## config.mk

```make
export PLATFORM = sky130hd
export DESIGN_NAME = trust_gate_lib
export DESIGN_NICKNAME = d
export VERILOG_FILES = /design/src/rtl/trust_pkg.sv /design/src/rtl/trust_gate2.sv /design/src/rtl/trust_inv.sv /design/src/rtl/trust_mux.sv /design/src/rtl/trust_voter.sv /design/src/rtl/trust_gate_lib.sv
export SDC_FILE = /design/constraint.sdc
export NUM_CORES = 1
export LEC_CHECK = 0
export ABC_AREA = 1
export BUFFER_PORTS_ARGS = -buffer_cell sky130_fd_sc_hd__buf_2
export CAP_MARGIN = 30
export CORE_MARGIN = 2
export CORE_UTILIZATION = 29
export DETAILED_ROUTE_END_ITERATION = 6
export PLACE_DENSITY = 0.73
export SYNTH_ARGS = -nofsm -noshare
export SYNTH_HDL_FRONTEND = slang
export SYNTH_SLANG_ARGS = --single-unit
export TNS_END_PERCENT = 1
```

## constraint.sdc

```tcl
create_clock -name vclk -period 1.3
set_input_delay 0.065 -clock vclk [all_inputs]
set_output_delay 0.065 -clock vclk [all_outputs]
set_load 0.02 [all_outputs]
```

## src/rtl/trust_pkg.sv

```systemverilog
package trust_pkg;

   typedef logic [1:0] tcode_t;

   localparam tcode_t TC_ZERO = 2'b00;
   localparam tcode_t TC_ONE  = 2'b11;
   localparam tcode_t TC_UNK  = 2'b01;
   localparam tcode_t TC_BAD  = 2'b10;

   typedef enum logic [1:0] {
      GOP_AND = 2'd0,
      GOP_OR  = 2'd1,
      GOP_XOR = 2'd2
   } gate_op_e;

   // Fold the unused code onto the untrusted symbol.
   function automatic tcode_t tc_clean(tcode_t c);
      return (c == TC_BAD) ? TC_UNK : c;
   endfunction

   // A code is trusted when both rails agree.
   function automatic logic tc_known(tcode_t c);
      return c[1] == c[0];
   endfunction

endpackage

```

## src/rtl/trust_gate2.sv

```systemverilog
module trust_gate2
   import trust_pkg::*;
#(
   parameter int       LANES = 4,
   parameter gate_op_e OP    = GOP_AND
) (
   input  logic [2*LANES-1:0] a,
   input  logic [2*LANES-1:0] b,
   output logic [2*LANES-1:0] y
);
   if (LANES < 1) begin : g_bad_lanes
      $error("trust_gate2: LANES must be at least 1");
   end

   for (genvar i = 0; i < LANES; i++) begin : g_lane
      tcode_t ca, cb, cy;
      assign ca = tc_clean(a[2*i +: 2]);
      assign cb = tc_clean(b[2*i +: 2]);

      if (OP == GOP_AND) begin : g_and
         // rail-wise: 00 dominates, 01 survives only against 11
         assign cy = {ca[1] & cb[1], ca[0] & cb[0]};
      end else if (OP == GOP_OR) begin : g_or
         assign cy = {ca[1] | cb[1], ca[0] | cb[0]};
      end else begin : g_xor
         logic unk;
         logic val;
         assign unk = ~tc_known(ca) | ~tc_known(cb);
         assign val = ca[1] ^ cb[1];
         assign cy  = unk ? TC_UNK : {val, val};
      end

      assign y[2*i +: 2] = cy;
   end
endmodule

```

## src/rtl/trust_inv.sv

```systemverilog
module trust_inv
   import trust_pkg::*;
#(
   parameter int LANES = 4
) (
   input  logic [2*LANES-1:0] a,
   output logic [2*LANES-1:0] y
);
   if (LANES < 1) begin : g_bad_lanes
      $error("trust_inv: LANES must be at least 1");
   end

   for (genvar i = 0; i < LANES; i++) begin : g_lane
      tcode_t ca;
      assign ca = tc_clean(a[2*i +: 2]);
      // swap and invert rails: 00<->11, 01 stays 01
      assign y[2*i +: 2] = {~ca[0], ~ca[1]};
   end
endmodule

```

## src/rtl/trust_mux.sv

```systemverilog
module trust_mux
   import trust_pkg::*;
#(
   parameter int LANES = 4
) (
   input  logic [2*LANES-1:0] sel,
   input  logic [2*LANES-1:0] d0,
   input  logic [2*LANES-1:0] d1,
   output logic [2*LANES-1:0] y
);
   logic [2*LANES-1:0] sel_n;
   logic [2*LANES-1:0] pick0;
   logic [2*LANES-1:0] pick1;

   trust_inv #(.LANES(LANES)) u_inv (
      .a (sel),
      .y (sel_n)
   );

   trust_gate2 #(.LANES(LANES), .OP(GOP_AND)) u_and0 (
      .a (d0),
      .b (sel_n),
      .y (pick0)
   );

   trust_gate2 #(.LANES(LANES), .OP(GOP_AND)) u_and1 (
      .a (d1),
      .b (sel),
      .y (pick1)
   );

   trust_gate2 #(.LANES(LANES), .OP(GOP_OR)) u_or (
      .a (pick0),
      .b (pick1),
      .y (y)
   );
endmodule

```

## src/rtl/trust_voter.sv

```systemverilog
module trust_voter #(
   parameter int LANES = 4
) (
   input  logic [LANES-1:0]   plain,
   input  logic [2*LANES-1:0] coded,
   input  logic [LANES-1:0]   all_trusted,
   output logic [LANES-1:0]   vote,
   output logic [LANES-1:0]   err
);
   if (LANES < 1) begin : g_bad_lanes
      $error("trust_voter: LANES must be at least 1");
   end

   for (genvar i = 0; i < LANES; i++) begin : g_lane
      logic p, h, l, same;
      assign p    = plain[i];
      assign h    = coded[2*i+1];
      assign l    = coded[2*i];
      assign vote[i] = (p & h) | (p & l) | (h & l);
      assign same = (p == h) && (h == l);
      assign err[i]  = all_trusted[i] & ~same;
   end
endmodule

```

## src/rtl/trust_gate_lib.sv

```systemverilog
module trust_gate_lib
   import trust_pkg::*;
#(
   parameter int LANES = 4
) (
   input  logic [2*LANES-1:0] and_a,
   input  logic [2*LANES-1:0] and_b,
   output logic [2*LANES-1:0] and_y,
   input  logic [2*LANES-1:0] or_a,
   input  logic [2*LANES-1:0] or_b,
   output logic [2*LANES-1:0] or_y,
   input  logic [2*LANES-1:0] xor_a,
   input  logic [2*LANES-1:0] xor_b,
   output logic [2*LANES-1:0] xor_y,
   input  logic [2*LANES-1:0] inv_a,
   output logic [2*LANES-1:0] inv_y,
   input  logic [2*LANES-1:0] mux_sel,
   input  logic [2*LANES-1:0] mux_d0,
   input  logic [2*LANES-1:0] mux_d1,
   output logic [2*LANES-1:0] mux_y,
   input  logic [LANES-1:0]   plain_sel,
   input  logic [LANES-1:0]   plain_d0,
   input  logic [LANES-1:0]   plain_d1,
   output logic [LANES-1:0]   vote_y,
   output logic [LANES-1:0]   vote_err
);
   localparam int CW = 2 * LANES;

   if (LANES < 1 || LANES > 256) begin : g_bad_lanes
      $error("trust_gate_lib: LANES out of range");
   end

   trust_gate2 #(.LANES(LANES), .OP(GOP_AND)) u_and (
      .a (and_a), .b (and_b), .y (and_y)
   );

   trust_gate2 #(.LANES(LANES), .OP(GOP_OR)) u_or (
      .a (or_a), .b (or_b), .y (or_y)
   );

   trust_gate2 #(.LANES(LANES), .OP(GOP_XOR)) u_xor (
      .a (xor_a), .b (xor_b), .y (xor_y)
   );

   trust_inv #(.LANES(LANES)) u_inv (
      .a (inv_a), .y (inv_y)
   );

   // coded copy of the multiplexer, built only from coded inputs
   logic [CW-1:0] mux_coded;
   trust_mux #(.LANES(LANES)) u_mux (
      .sel (mux_sel), .d0 (mux_d0), .d1 (mux_d1), .y (mux_coded)
   );
   assign mux_y = mux_coded;

   // plain copy and trust summary per lane
   logic [LANES-1:0] plain_y;
   logic [LANES-1:0] lane_trusted;
   for (genvar i = 0; i < LANES; i++) begin : g_lane
      assign plain_y[i] = plain_sel[i] ? plain_d1[i] : plain_d0[i];
      assign lane_trusted[i] = tc_known(mux_sel[2*i +: 2]) &
                               tc_known(mux_d0[2*i +: 2]) &
                               tc_known(mux_d1[2*i +: 2]);
   end

   trust_voter #(.LANES(LANES)) u_vote (
      .plain       (plain_y),
      .coded       (mux_coded),
      .all_trusted (lane_trusted),
      .vote        (vote_y),
      .err         (vote_err)
   );
endmodule

```

==> results.txt <==
Tcrit/Tclk final -> 1.06
RSZ-0062 raised after global routing -> true
critical path type -> primary input to output pin
vias per cell -> 4.36
Total GRT Usage -> 0.158
drt first pass iters -> 4
Chip Height -> 69.9 um
Hold Path Class -> primary input to output pin
Wirelength per Cell -> 9.79 um
die area -> 4880 um^2
Synth cell types -> 13
Hold Vio Cnt, Final -> 0
Fin Setup TNS -> -0.153 ns
Cell Area, Placed -> 2420 um^2
critical-path cell list -> buf_2, inv_1, ha_1, nor2_2, nand2_2, nand2_4, ha_4, nor2_4, nor4_4, buf_4
most common cell in the netlist -> inv_1
Nets -> 497
DRT iter0 DRCs -> 28
Final Setup Violations -> 3
Crit. End Element -> output pin
Mapped Nets -> 348
vias in the first global route -> 1747
first-pass GRT wire length -> 6820 um
Rows -> 23
Slew Viols, Final -> 0
required time of the critical path -> 1.24 ns
Ant. Diodes -> 0
Avg Inst Size Synth -> 5.82 um^2
CP Launch Type -> primary input
Routed Antenna Nets -> 0
count of input and output buffers -> 140
leakage power -> 1.48 nW
synthesis warning total -> 0
area grow syn2layout -> 102%
Fmax achieved -> 728 MHz
PnR worst setup slack -> -0.0741 ns
DRC errors left -> 0
top cells by count, synth -> 60 x inv_1, 48 x nand2_1, 40 x ha_1
share of layout cells above drive strength 1 -> 0.587
post-synthesis sequential area ratio -> 0
endpoint arrival time on the critical path -> 1.31 ns
power density over the cells -> 348 nW/um^2
maximum VDD drop -> 0.000171 V
Worst-Margin Slew -> 0.274 ns
initial antenna violation count -> 0
failing checks -> negative setup slack
clock buf count -> 0
min cycle time layout -> 1.37 ns
Die Width -> 69.9 um
Mapped Area -> 1260 um^2
Yosys top cell by area -> ha_1
cell family with most CP delay -> simple AND/OR/NAND/NOR gates
num sequential -> 0
Remaining Overflow, GRT -> 0
Initial Utilization -> 0.308
Placer Congestion -> 0.776
post-route cell area -> 2540 um^2
dpl hpwl -> 3690 um
crit path max-delay cell type -> ha_1
relative slew slack -> 0.816
CTS Hold Bufs -> 0
outcome -> complete, but fails checks
post-synth top area share -> 0.398
final wirelength -> 4040 um
core area -> 4090 um^2
Final Util -> 0.622
max cap viols -> 0
synth top area cells -> ha_1 40%, inv_1 18%, nand2_1 14%, nor2_1 11%, nor3_1 3.2%
Ports -> 140
Synth Instances -> 216
Vias -> 1800
critical path peak fanout -> 3
crit-path max cell delay -> 0.20 ns
sequential cell area -> 0 um^2
WP buf/inv -> 3
pin count of the biggest net entering global routing -> 4
[final cells by class]
type                            count  area [um^2]
Tap cell                           50         62.6
Timing Repair Buffer              147          833
Inverter                           60          245
Multi-Input combinational cell    156         1400
Fill cell                         383         1540
[cell usage in the layout (no fill, tap or decap), types with 8 or more instances in the layout]
cell     instances
nand2_1         38
nor2_2          10
buf_6            8
nand2_2          9
nor3_1           8
inv_1           51
ha_2            10
buf_4           11
nor2_1          22
ha_4            16
buf_2          126
ha_1            14
[timing repair]
| item | 4_1_cts | 5_1_grt |
|---|---|---|
| endpoints found under the setup margin | 4 | 5 |
| pin swaps | 19 | 7 |
| setup buffers | 1 | 0 |
| gates resized for setup | 26 | 14 |
[worst min-delay path: stages]
cell and delay (ns):
buf_2 0.08, nor2_1 0.03, buf_2 0.14
[power breakdown]
| group | internal, W | switching [W] | total, W |
|---|---|---|---|
| Combinational | 0.000415 | 0.000470 | 0.000885 |
| Clock | 0 | 0 | 0 |
| Sequential | 0 | 0 | 0 |
[final timing paths]
kind	startpoint	end	slack (ns)	cells past startpoint
setup / recovery	mux_d0[2]	vote_err[1]	-0.07	10
hold / removal	inv_a[0]	inv_y[1]	0.39	3
[cells by family (layout without fill, tap and decap cells)]
| kind of cell | Yosys count | count (layout) | synth area share |
|---|---|---|---|
| compound gates | 12 | 12 | 0.0726 |
| xor+xnor | 4 | 4 | 0.0279 |
| fa+ha+maj | 40 | 40 | 0.398 |
| buf+inv | 60 | 207 | 0.179 |
| simple gates | 100 | 100 | 0.322 |
[layer usage]
metal  track usage  up-vias  part of all wire
li1              -      958                 -
met4        0.0235        0             0.011
met3        0.0173        4             0.084
met2         0.344       76              0.57
met1         0.158      762              0.34
met5             0        -                 0
[per-stage QoR]
stage	total power, W	cells	setup slack, ns	hold WS [ns]
after global placement	0.000822	412	-0.158	0.386
after detailed placement	0.000845	412	-0.171	0.391
after floorplan	0.000517	216	-0.00201	0.205
after global routing	0.000979	413	-0.161	0.402
final	0.000885	413	-0.0741	0.388
after CTS	0.000880	413	-0.100	0.391
Note: power is estimated with default switching activity, not from simulation.
